$ cat config.mk
export PLATFORM = sky130hd
export DESIGN_NAME = ddr_cmd_monitor
export DESIGN_NICKNAME = d
export VERILOG_FILES = /design/src/rtl/ddrmon_pkg.sv /design/src/rtl/ddrmon_decode.sv /design/src/rtl/ddrmon_rules.sv /design/src/rtl/ddrmon_bank_track.sv /design/src/rtl/ddrmon_mrd_lock.sv /design/src/rtl/ddr_cmd_monitor.sv
export SDC_FILE = /design/constraint.sdc
export NUM_CORES = 1
export LEC_CHECK = 0
export BUFFER_PORTS_ARGS = -buffer_cell sky130_fd_sc_hd__buf_2
export CAP_MARGIN = 40
export CORE_MARGIN = 1
export CORE_UTILIZATION = 45
export CTS_CLUSTER_SIZE = 16
export DETAILED_ROUTE_END_ITERATION = 8
export GPL_ROUTABILITY_DRIVEN = 0
export MAX_ROUTING_LAYER = met4
export PLACE_DENSITY = 0.79
export SLEW_MARGIN = 15
export SYNTH_ARGS = -nofsm -noshare
export SYNTH_HDL_FRONTEND = slang
export SYNTH_SLANG_ARGS = --single-unit
$ cat constraint.sdc
create_clock -name clk -period 3.33 [get_ports clk]
set_clock_uncertainty 0.2 [all_clocks]
set_input_delay 0.666 -clock clk [delete_from_list [all_inputs] [get_ports clk]]
set_output_delay 0.666 -clock clk [all_outputs]
set_load 0.01 [all_outputs]
$ cat src/rtl/ddrmon_pkg.sv
package ddrmon_pkg;

  localparam int NUM_CLASSES = 12;
  localparam int ERR_W       = 3;

  typedef enum logic [3:0] {
    CL_DESEL  = 4'd0,
    CL_NOP    = 4'd1,
    CL_ACT    = 4'd2,
    CL_READ   = 4'd3,
    CL_WRITE  = 4'd4,
    CL_BSTOP  = 4'd5,
    CL_PRE    = 4'd6,
    CL_AREF   = 4'd7,
    CL_SREF   = 4'd8,
    CL_EXIT   = 4'd9,
    CL_MRS    = 4'd10,
    CL_LOWPWR = 4'd11
  } cls_e;

  typedef enum logic [ERR_W-1:0] {
    ER_NONE      = 3'd0,
    ER_LOCK      = 3'd1,
    ER_ACT_OPEN  = 3'd2,
    ER_RW_CLOSED = 3'd3,
    ER_NOT_IDLE  = 3'd4,
    ER_WAP_BUSY  = 3'd5
  } err_e;

  // Maps the sampled control pins to a command class.
  function automatic cls_e pin_class(input logic cke_p, input logic cke_c,
                                     input logic cs_n, input logic ras_n,
                                     input logic cas_n, input logic we_n);
    cls_e c;
    if (!cke_p) begin
      c = cke_c ? CL_EXIT : CL_LOWPWR;
    end else if (!cke_c) begin
      c = (!cs_n && {ras_n, cas_n, we_n} == 3'b001) ? CL_SREF : CL_LOWPWR;
    end else if (cs_n) begin
      c = CL_DESEL;
    end else begin
      case ({ras_n, cas_n, we_n})
        3'b011:  c = CL_ACT;
        3'b101:  c = CL_READ;
        3'b100:  c = CL_WRITE;
        3'b110:  c = CL_BSTOP;
        3'b010:  c = CL_PRE;
        3'b001:  c = CL_AREF;
        3'b000:  c = CL_MRS;
        default: c = CL_NOP;
      endcase
    end
    return c;
  endfunction

  function automatic logic is_quiet(input cls_e c);
    return (c == CL_DESEL) || (c == CL_NOP);
  endfunction

  function automatic logic wants_idle(input cls_e c);
    return (c == CL_MRS) || (c == CL_AREF) || (c == CL_SREF);
  endfunction

  function automatic logic is_column(input cls_e c);
    return (c == CL_READ) || (c == CL_WRITE);
  endfunction

endpackage

$ cat src/rtl/ddrmon_decode.sv
module ddrmon_decode
  import ddrmon_pkg::*;
#(
  parameter int ADDR_W    = 12,
  parameter int COL_W     = 10,
  parameter int AP_BIT    = 10,
  parameter int BANK_BITS = 2
) (
  input  logic                 cke_prev,
  input  logic                 cke_now,
  input  logic                 cs_n,
  input  logic                 ras_n,
  input  logic                 cas_n,
  input  logic                 we_n,
  input  logic [BANK_BITS-1:0] ba,
  input  logic [ADDR_W-1:0]    addr,
  output cls_e                 cls_o,
  output logic [BANK_BITS-1:0] bank_o,
  output logic [ADDR_W-1:0]    addr_o,
  output logic                 ap_o
);

  localparam int PAD_W = ADDR_W - COL_W;

  always_comb begin
    cls_o  = pin_class(cke_prev, cke_now, cs_n, ras_n, cas_n, we_n);
    bank_o = ba;
    addr_o = is_column(cls_o) ? {{PAD_W{1'b0}}, addr[COL_W-1:0]} : addr;
    ap_o   = (is_column(cls_o) || cls_o == CL_PRE) ? addr[AP_BIT] : 1'b0;
  end

endmodule

$ cat src/rtl/ddrmon_rules.sv
module ddrmon_rules
  import ddrmon_pkg::*;
#(
  parameter int NUM_BANKS = 4,
  parameter int BANK_BITS = 2
) (
  input  cls_e                 cls,
  input  logic [BANK_BITS-1:0] bank,
  input  logic                 lock_active,
  input  logic [NUM_BANKS-1:0] open_vec,
  input  logic [NUM_BANKS-1:0] busy_vec,
  output err_e                 err_o
);

  always_comb begin
    err_o = ER_NONE;
    if (lock_active && !is_quiet(cls)) begin
      err_o = ER_LOCK;
    end else if (cls == CL_ACT) begin
      if (open_vec[bank]) err_o = ER_ACT_OPEN;
    end else if (is_column(cls)) begin
      if (busy_vec[bank])       err_o = ER_WAP_BUSY;
      else if (!open_vec[bank]) err_o = ER_RW_CLOSED;
    end else if (wants_idle(cls)) begin
      if (|open_vec) err_o = ER_NOT_IDLE;
    end
  end

endmodule

$ cat src/rtl/ddrmon_bank_track.sv
module ddrmon_bank_track #(
  parameter int NUM_BANKS  = 4,
  parameter int BANK_BITS  = 2,
  parameter int BURST_CLKS = 2
) (
  input  logic                 clk,
  input  logic                 rst_n,
  input  logic                 act_go,
  input  logic                 close_one,
  input  logic                 close_all,
  input  logic                 wap_go,
  input  logic [BANK_BITS-1:0] bank,
  output logic [NUM_BANKS-1:0] open_vec,
  output logic [NUM_BANKS-1:0] busy_vec
);

  localparam int CNT_W = $clog2(BURST_CLKS + 1);

  for (genvar g = 0; g < NUM_BANKS; g++) begin : g_bank
    logic             hit;
    logic [CNT_W-1:0] drain_cnt;

    assign hit         = (bank == BANK_BITS'(g));
    assign busy_vec[g] = (drain_cnt != '0);

    always_ff @(posedge clk) begin
      if (!rst_n) begin
        open_vec[g] <= 1'b0;
        drain_cnt   <= '0;
      end else if (close_all || (close_one && hit)) begin
        open_vec[g] <= 1'b0;
        drain_cnt   <= '0;
      end else if (act_go && hit) begin
        open_vec[g] <= 1'b1;
      end else if (wap_go && hit) begin
        drain_cnt   <= CNT_W'(BURST_CLKS);
      end else if (drain_cnt == CNT_W'(1)) begin
        open_vec[g] <= 1'b0;
        drain_cnt   <= '0;
      end else if (drain_cnt != '0) begin
        drain_cnt   <= drain_cnt - 1'b1;
      end
    end
  end

endmodule

$ cat src/rtl/ddrmon_mrd_lock.sv
module ddrmon_mrd_lock #(
  parameter int LOCK_CLKS = 2
) (
  input  logic clk,
  input  logic rst_n,
  input  logic mrs_go,
  output logic lock_active
);

  localparam int CW = $clog2(LOCK_CLKS + 1);

  logic [CW-1:0] cnt;

  always_ff @(posedge clk) begin
    if (!rst_n)           cnt <= '0;
    else if (mrs_go)      cnt <= CW'(LOCK_CLKS);
    else if (cnt != '0)   cnt <= cnt - 1'b1;
  end

  assign lock_active = (cnt != '0);

endmodule

$ cat src/rtl/ddr_cmd_monitor.sv
module ddr_cmd_monitor
  import ddrmon_pkg::*;
#(
  parameter int BANK_BITS  = 2,
  parameter int ADDR_W     = 12,
  parameter int COL_W      = 10,
  parameter int AP_BIT     = 10,
  parameter int BURST_CLKS = 2,
  parameter int LOCK_CLKS  = 2,
  localparam int NUM_BANKS = 1 << BANK_BITS
) (
  input  logic                   clk,
  input  logic                   rst_n,
  input  logic                   cke_prev,
  input  logic                   cke_now,
  input  logic                   cs_n,
  input  logic                   ras_n,
  input  logic                   cas_n,
  input  logic                   we_n,
  input  logic [BANK_BITS-1:0]   ba,
  input  logic [ADDR_W-1:0]      addr,
  output logic [NUM_CLASSES-1:0] cmd_class,
  output logic [BANK_BITS-1:0]   cmd_bank,
  output logic [ADDR_W-1:0]      cmd_addr,
  output logic                   cmd_ap,
  output logic                   err_valid,
  output logic [ERR_W-1:0]       err_code,
  output logic [BANK_BITS-1:0]   err_bank,
  output logic [NUM_BANKS-1:0]   bank_open
);

  cls_e                 dec_cls;
  logic [BANK_BITS-1:0] dec_bank;
  logic [ADDR_W-1:0]    dec_addr;
  logic                 dec_ap;
  err_e                 rule_err;
  logic                 lock_active;
  logic [NUM_BANKS-1:0] busy_vec;
  logic                 accept;
  logic                 act_go, close_one, close_all, wap_go, mrs_go;

  ddrmon_decode #(
    .ADDR_W(ADDR_W), .COL_W(COL_W), .AP_BIT(AP_BIT), .BANK_BITS(BANK_BITS)
  ) u_decode (
    .cke_prev(cke_prev), .cke_now(cke_now), .cs_n(cs_n), .ras_n(ras_n),
    .cas_n(cas_n), .we_n(we_n), .ba(ba), .addr(addr),
    .cls_o(dec_cls), .bank_o(dec_bank), .addr_o(dec_addr), .ap_o(dec_ap)
  );

  ddrmon_rules #(
    .NUM_BANKS(NUM_BANKS), .BANK_BITS(BANK_BITS)
  ) u_rules (
    .cls(dec_cls), .bank(dec_bank), .lock_active(lock_active),
    .open_vec(bank_open), .busy_vec(busy_vec), .err_o(rule_err)
  );

  // Events that move the bank model; only accepted commands count.
  assign accept    = (rule_err == ER_NONE);
  assign act_go    = accept && (dec_cls == CL_ACT);
  assign close_all = accept && (dec_cls == CL_PRE) && dec_ap;
  assign close_one = accept && (((dec_cls == CL_PRE) && !dec_ap) ||
                                ((dec_cls == CL_READ) && dec_ap));
  assign wap_go    = accept && (dec_cls == CL_WRITE) && dec_ap;
  assign mrs_go    = accept && (dec_cls == CL_MRS);

  ddrmon_bank_track #(
    .NUM_BANKS(NUM_BANKS), .BANK_BITS(BANK_BITS), .BURST_CLKS(BURST_CLKS)
  ) u_banks (
    .clk(clk), .rst_n(rst_n), .act_go(act_go), .close_one(close_one),
    .close_all(close_all), .wap_go(wap_go), .bank(dec_bank),
    .open_vec(bank_open), .busy_vec(busy_vec)
  );

  ddrmon_mrd_lock #(
    .LOCK_CLKS(LOCK_CLKS)
  ) u_lock (
    .clk(clk), .rst_n(rst_n), .mrs_go(mrs_go), .lock_active(lock_active)
  );

  always_ff @(posedge clk) begin
    if (!rst_n) begin
      cmd_class <= NUM_CLASSES'(1) << CL_DESEL;
      cmd_bank  <= '0;
      cmd_addr  <= '0;
      cmd_ap    <= 1'b0;
      err_valid <= 1'b0;
      err_code  <= ER_NONE;
      err_bank  <= '0;
    end else begin
      cmd_class <= NUM_CLASSES'(1) << dec_cls;
      cmd_bank  <= dec_bank;
      cmd_addr  <= dec_addr;
      cmd_ap    <= dec_ap;
      err_valid <= !accept;
      err_code  <= rule_err;
      err_bank  <= accept ? '0 : dec_bank;
    end
  end

endmodule

==> results.toml, run 1 <==
[grt]
grt_pass1_wl_um = 7810
grt_max_degree = 25
grt_pass1_vias = 1698
track_usage_pct = 20.0
antenna_found_initial = 0
grt.overflow.total = 0

[setup_path]
startpoint_type = "input pin"
cp_max_fo = 13
crit_path_top_delay_cell = "mux4_2"
rr_startpoint = "u_banks.g_bank[3].drain_cnt[0]"
worstPathArrival_ps = 2620
path_delay_family = "compound AO/OA/AOI/OAI gates"
cp_cell_sequence = "buf_2 -> mux4_2 -> nand3_1 -> a32o_1 -> nand2_2 -> o21ai_1 -> a311oi_1"
crit_start = "ba[0]"
rr_endpoint = "u_banks.open_vec[1]"
cp-endpoint = "u_banks.open_vec[1]"
r2r_slack_ps = 710
max_stage_delay_ps = 600
worstSetupEndpointType = "flip-flop"
worst-r2r-cell-count = 8
crit_cells = 7
crit_type = "input pin to flip-flop"
cp_num_buf_inv = 1
critical_path_required_ps = 3310

[route]
dr.pass1.iters = 6
postRouteAntennaNets = 0
first_iter_violations = 76
drt-wirelength-per-cell_um = 13.7
via_count = 1944
route.detailed.drc = 9
via_per_inst = 5.62
finalWirelength_um = 4740

[sta]
max_freq_ghz = 0.379
finalHoldViolations = 0
rsz0062_at_grt = "false"
post-route-period-util_pct = 79.3
worst_pin_slew_ps = 550
tns_ps = 0
fin_crit_ps = 2640
finalWorstSetupSlack_ps = 689
setup_viol = 0
relSlewSlack_pct = 63.0
drv_slew = 0

[place]
dp_slack_ps = 417
placed_cell_area_sq_um = 2460
hpwl_um = 3500
placedCellCount = 338
port_buffers = 58

[final_layout]
num-nets-final = 323
final_common_cell = "buf_2"
drive_gt1_share_pct = 26.2
nFillCells = 419
final_cell_mix = "58 x buf_2, 47 x dfxtp_1, 26 x nor2_1, 16 x and2_1, 14 x nand2_1"
post-route-util_pct = 58.0
stdcell_area_sq_um = 2590
syn_to_final_growth_pct = 20.2
antennaDiodeCount = 0
stdcell_count = 346

[yosys]
yosysSeqAreaShare_pct = 43.6
async_flop_share_pct = 0
syn-instance-count = 238
ys.flop_type = "dfxtp_1"
avgSynthCellArea_sq_um = 9.07
yosysWarnings = 0
ys_ff_latch = 47
post_synth_instance_area_sq_um = 2160
synth-edff-count = 0
synth_area_leaders = "dfxtp_1 44%, and2_1 4.6%, ha_1 4.6%"
syn-num-nets = 268
synth_cell_type_count = 48
yosysTopAreaCell = "dfxtp_1"
synth_top_area_share_pct = 43.6

[floorplanning]
start_util_pct = 48.2
coreArea_sq_um = 4470
fp.dieW_um = 71.3
dieArea_sq_um = 5080
die_h_um = 71.3
ios = 59
rows = 24

[cts]
clock_sinks = 47
cts_setup_buffers = 0
cts-htree-levels = 2
cts_inserted_buffers = 5
clk_pin_slew_worst_paths_ps = 80
cts_tree = "yes"
root_buffer = "clkbuf_8"
clk_path_buf_depth = 2
clkLatencyLatePin_ps = 300
cts_hold_buf = 0
post_cts_resized = 0

[run]
max-cap-violations = 0

[power]
leakagePower_nw = 1.16
cellPowerDensity_nw_per_um2 = 609
ir_drop_uv = 256

[min_path]
min_path_type = "flip-flop to flip-flop"
whs_path_depth = 1

[status]
outcome = "complete, but fails checks"
violations = "DRC"
==> final cells by class <==
type	instances	area (sq um)	share of cell area (%)
clock inverter	2	60.1	2.31
inverter	13	48.8	1.88
sequential	47	941	36.3
timing repair buffer	58	290	11.2
multi-input combinational	168	1120	43.1
clock buffer	6	72.6	2.80
tap	52	65.1	2.51
==> kinds of logic after synthesis <==
logic type,share of synthesized area (%)
AO/OA/AOI/OAI,14.6
adder cells (fa/ha/maj),4.64
buffers and inverters,4.64
flip-flops,43.6
multiplexers,2.61
AND/OR/NAND/NOR,30.0
==> report_power, final <==
| part | internal [W] | leakage (nW) | switching (W) |
|---|---|---|---|
| Combinational | 0.000214 | 0.705 | 0.000233 |
| Clock | 0.000300 | 0.0654 | 0.000188 |
| Sequential | 0.000619 | 0.385 | 0.0000281 |
==> synth_stat cells, drive strengths merged, types with 6 or more instances <==
library cell,n
dfxtp,47
nor2,27
and2,17
nand2,15
inv,12
o21ai,11
a21oi,10
a311oi,9
ha,8
nand2b,7
nand3,7
and3,6
buf,6
==> routing by layer <==
metal | part of all wire (%) | up-vias | GRT usage [%]
met3 | 8.2 | 9 | 5.49
li1 | - | 965 | -
met4 | 1.6 | 0 | 8.89
met5 | 0 | - | -
met2 | 45 | 89 | 30.8
met1 | 45 | 881 | 24.6
==> state kept, by name (all words and copies together), names as in the netlist <==
register / flops
cmd_ap: 1
u_banks.g_bank.drain_cnt: 8
cmd_class: 12
u_banks.open_vec: 4
err_valid: 1
cmd_bank: 2
cmd_addr: 12
u_lock.cnt: 2
err_bank: 2
err_code: 3
==> how the worst min path moves through the flow <==
| stage | slack (ps) | end | startpoint |
|---|---|---|---|
| floorplan | 250 | u_lock.cnt[0] | u_lock.cnt[0] |
| global placement | 270 | u_lock.cnt[0] | u_lock.cnt[0] |
| detailed placement | 270 | u_lock.cnt[0] | u_lock.cnt[0] |
| CTS | 290 | u_lock.cnt[0] | u_lock.cnt[0] |
| global route | 320 | u_lock.cnt[0] | u_lock.cnt[0] |
| finish | 290 | u_lock.cnt[0] | u_lock.cnt[0] |
==> through the flow <==
stage | hold WS, ps | total power, W
6_report | 292 | 0.00158
5_1_grt | 323 | 0.00167
4_1_cts | 287 | 0.00159
3_5_place_dp | 270 | 0.00110
3_3_place_gp | 268 | 0.00110
2_1_floorplan | 246 | 0.000997
No activity file was read; power rests on OpenSTA's default activity.
==> inputs of run 2 (changes only) <==
ABC_AREA = 1   (was unset)
PLACE_DENSITY = 0.82   (was 0.79)
clock period = 2.2 ns   (was 3.33 ns; I/O delays follow)
==> run 2 against run 1 <==
The run ends with setup timing left. Via count grew 23%. Sequential power grew 55%. Power is 78% higher. Register-to-register slack lost 890 ps. Synthesized cell count up 25%. First-iteration DRC count increased by 91%. Sequential share of layout area decreased by 7.4 points. Critical path type is now flip-flop to flip-flop.
==> results.toml, run 2 <==
[status]
outcome = "complete, but fails checks"
violations = "setup timing"

[grt]
grt_pass1_wl_um = 9630
grt.overflow.total = 0
track_usage_pct = 24.6
antenna_found_initial = 0
grt_pass1_vias = 2297
grt_max_degree = 16

[floorplanning]
die_h_um = 72.3
ios = 59
dieArea_sq_um = 5230
rows = 25
coreArea_sq_um = 4750
fp.dieW_um = 72.3
start_util_pct = 46.8

[setup_path]
worstPathArrival_ps = 2370
worstSetupEndpointType = "flip-flop"
cp_num_buf_inv = 1
critical_path_required_ps = 2200
max_stage_delay_ps = 360
rr_startpoint = "u_banks.g_bank[3].drain_cnt[0]"
crit_path_top_delay_cell = "dfxtp_2"
crit_type = "flip-flop to flip-flop"
worst-r2r-cell-count = 12
r2r_slack_ps = -180
startpoint_type = "flip-flop"
rr_endpoint = "u_banks.open_vec[2]"
crit_cells = 12
path_delay_family = "simple AND/OR/NAND/NOR gates"
crit_top_cell = "nand3_2"
cp_max_fo = 8
cp_cell_sequence = "inv_2 -> ha_4 -> a22oi_2 -> nand3_2 -> nor2b_1 -> nand2_2 -> nand4_4 -> nor2_8 -> nand3_2 -> nand2_4 -> nor2_4 -> a21boi_1"

[yosys]
synth_cell_type_count = 29
ys_ff_latch = 47
synth-edff-count = 0
synth_most_common_cell = "nand2_1"
async_flop_share_pct = 0
ys.flop_type = "dfxtp_1"
yosysTopAreaCell = "dfxtp_1"
yosysWarnings = 0
post_synth_instance_area_sq_um = 2220
syn-num-nets = 328
ys_top_cells_by_count = "55 x nand2_1, 47 x dfxtp_1, 47 x inv_1, 42 x nor2_1, 25 x nand3_1"
synth_top_area_share_pct = 42.3
synth_area_leaders = "dfxtp_1 42%, nand2_1 9.3%, inv_1 7.9%"
avgSynthCellArea_sq_um = 7.47
yosysSeqAreaShare_pct = 42.3
syn-instance-count = 298

[place]
placed_cell_area_sq_um = 2930
hpwl_um = 3950
port_buffers = 58

[route]
first_iter_violations = 145
drt-wirelength-per-cell_um = 12.8
route.detailed.drc = 0
via_count = 2400
finalWirelength_um = 6160
dr.pass1.iters = 5
postRouteAntennaNets = 0
via_per_inst = 4.97

[sta]
fin_crit_ps = 2380
relSlewSlack_pct = 73.4
max_freq_ghz = 0.421
finalWorstSetupSlack_ps = -176
hold_slack_ps = 112
post-route-period-util_pct = 108
finalHoldViolations = 0
rsz0062_at_grt = "true"
setup_viol = 13
drv_slew = 0
worst_pin_slew_ps = 398

[cts]
cts_inserted_buffers = 5
clock_sinks = 47
cts-htree-levels = 2
clk_path_buf_depth = 2
clk_pin_slew_worst_paths_ps = 100
cts_hold_buf = 0
root_buffer = "clkbuf_8"
cts_tree = "yes"
clkLatencyLatePin_ps = 320

[final_layout]
num-nets-final = 445
reg.largest.list = "cmd_addr x12, cmd_class x12, u_banks.g_bank.drain_cnt x8"
syn_to_final_growth_pct = 47.8
final_cell_mix = "58 x buf_2, 54 x nand2_1, 54 x buf_4, 43 x inv_1, 42 x dfxtp_1"
drive_gt1_share_pct = 45.2
final_common_cell = "buf_2"
antennaDiodeCount = 0
stdcell_area_sq_um = 3290

[power]
power_w = 0.00281
ir_drop_uv = 622
leakagePower_nw = 1.76
cellPowerDensity_nw_per_um2 = 855

[run]
max-cap-violations = 0

[min_path]
min_to = "cmd_addr[2]"
min-delay-start = "addr[2]"
whs_path_depth = 3
min_path_type = "input pin to flip-flop"
## run 2: cells by family (layout without fill, tap and decap cells)
| kind of cell | after synthesis | count (layout) | synth area share, % |
|---|---|---|---|
| adders and majority gates | 8 | 8 | 4.50 |
| DFF | 47 | 47 | 42.3 |
| and+or+nand+nor | 162 | 162 | 37.1 |
| buffers and inverters | 55 | 173 | 9.34 |
| AOI/OAI and AO/OA | 26 | 26 | 6.75 |
## run 2: worst max-delay path by stage
stage                                           to                            from  slack [ps]
finish                         u_banks.open_vec[2]  u_banks.g_bank[3].drain_cnt[0]        -180
global placement    u_banks.g_bank[2].drain_cnt[1]                           ras_n        -290
detailed placement  u_banks.g_bank[2].drain_cnt[1]                           ras_n        -330
CTS                 u_banks.g_bank[2].drain_cnt[1]  u_banks.g_bank[3].drain_cnt[0]         -70
floorplan           u_banks.g_bank[0].drain_cnt[0]                            cs_n           2
global route                   u_banks.open_vec[2]  u_banks.g_bank[3].drain_cnt[0]        -260
## run 2: repair_timing
item	CTS	global route
setup endpoints to repair	13	16
gates resized for setup	27	17
setup buffers	8	1
pin swaps	23	6
cloned	0	0
## run 2: where the power goes
| group | switching [W] | internal, W |
|---|---|---|
| logic | 0.000597 | 0.000542 |
| clock network | 0.000298 | 0.000374 |
| registers | 0.0000488 | 0.000951 |
## run 2: area by class of cell
cell class	count	area, sq um
Timing Repair Buffer	113	707
Clock buffer	6	82.6
Sequential cell	47	947
Inverter	52	195
Tap cell	67	83.8
Fill cell	357	1470
Multi-Input combinational cell	196	1230
Clock inverter	2	38.8
## run 2: worst reg2reg max path, cell delays in order (launching register included)
cell      delay (ps)
dfxtp_2          360
inv_2             60
ha_4             160
a22oi_2          230
nand3_2          120
nor2b_1          170
nand2_2          100
nand4_4          140
nor2_8           240
nand3_2          140
nand2_4          170
nor2_4            50
a21boi_1         130
## run 2: metal layers
metal  wire length, um  vias to the layer above  GRT usage, %
met4               216                        0          12.2
met1              2360                     1086          25.0
met3               425                       24          6.39
met5                 0                        -             -
li1                  -                     1162             -
met2              3160                      128          43.5
## run 2: per-stage QoR
step | setup TNS, ps | util [%] | setup WS [ps] | instances
after global placement | -3260 | 61.7 | -285 | 466
after CTS | -532 | 67.4 | -68.0 | 482
after detailed placement | -3940 | 61.7 | -330 | 466
final | -1840 | 69.1 | -176 | 483
after global routing | -3300 | 69.1 | -263 | 483
after floorplan | 0 | - | 1.94 | 298
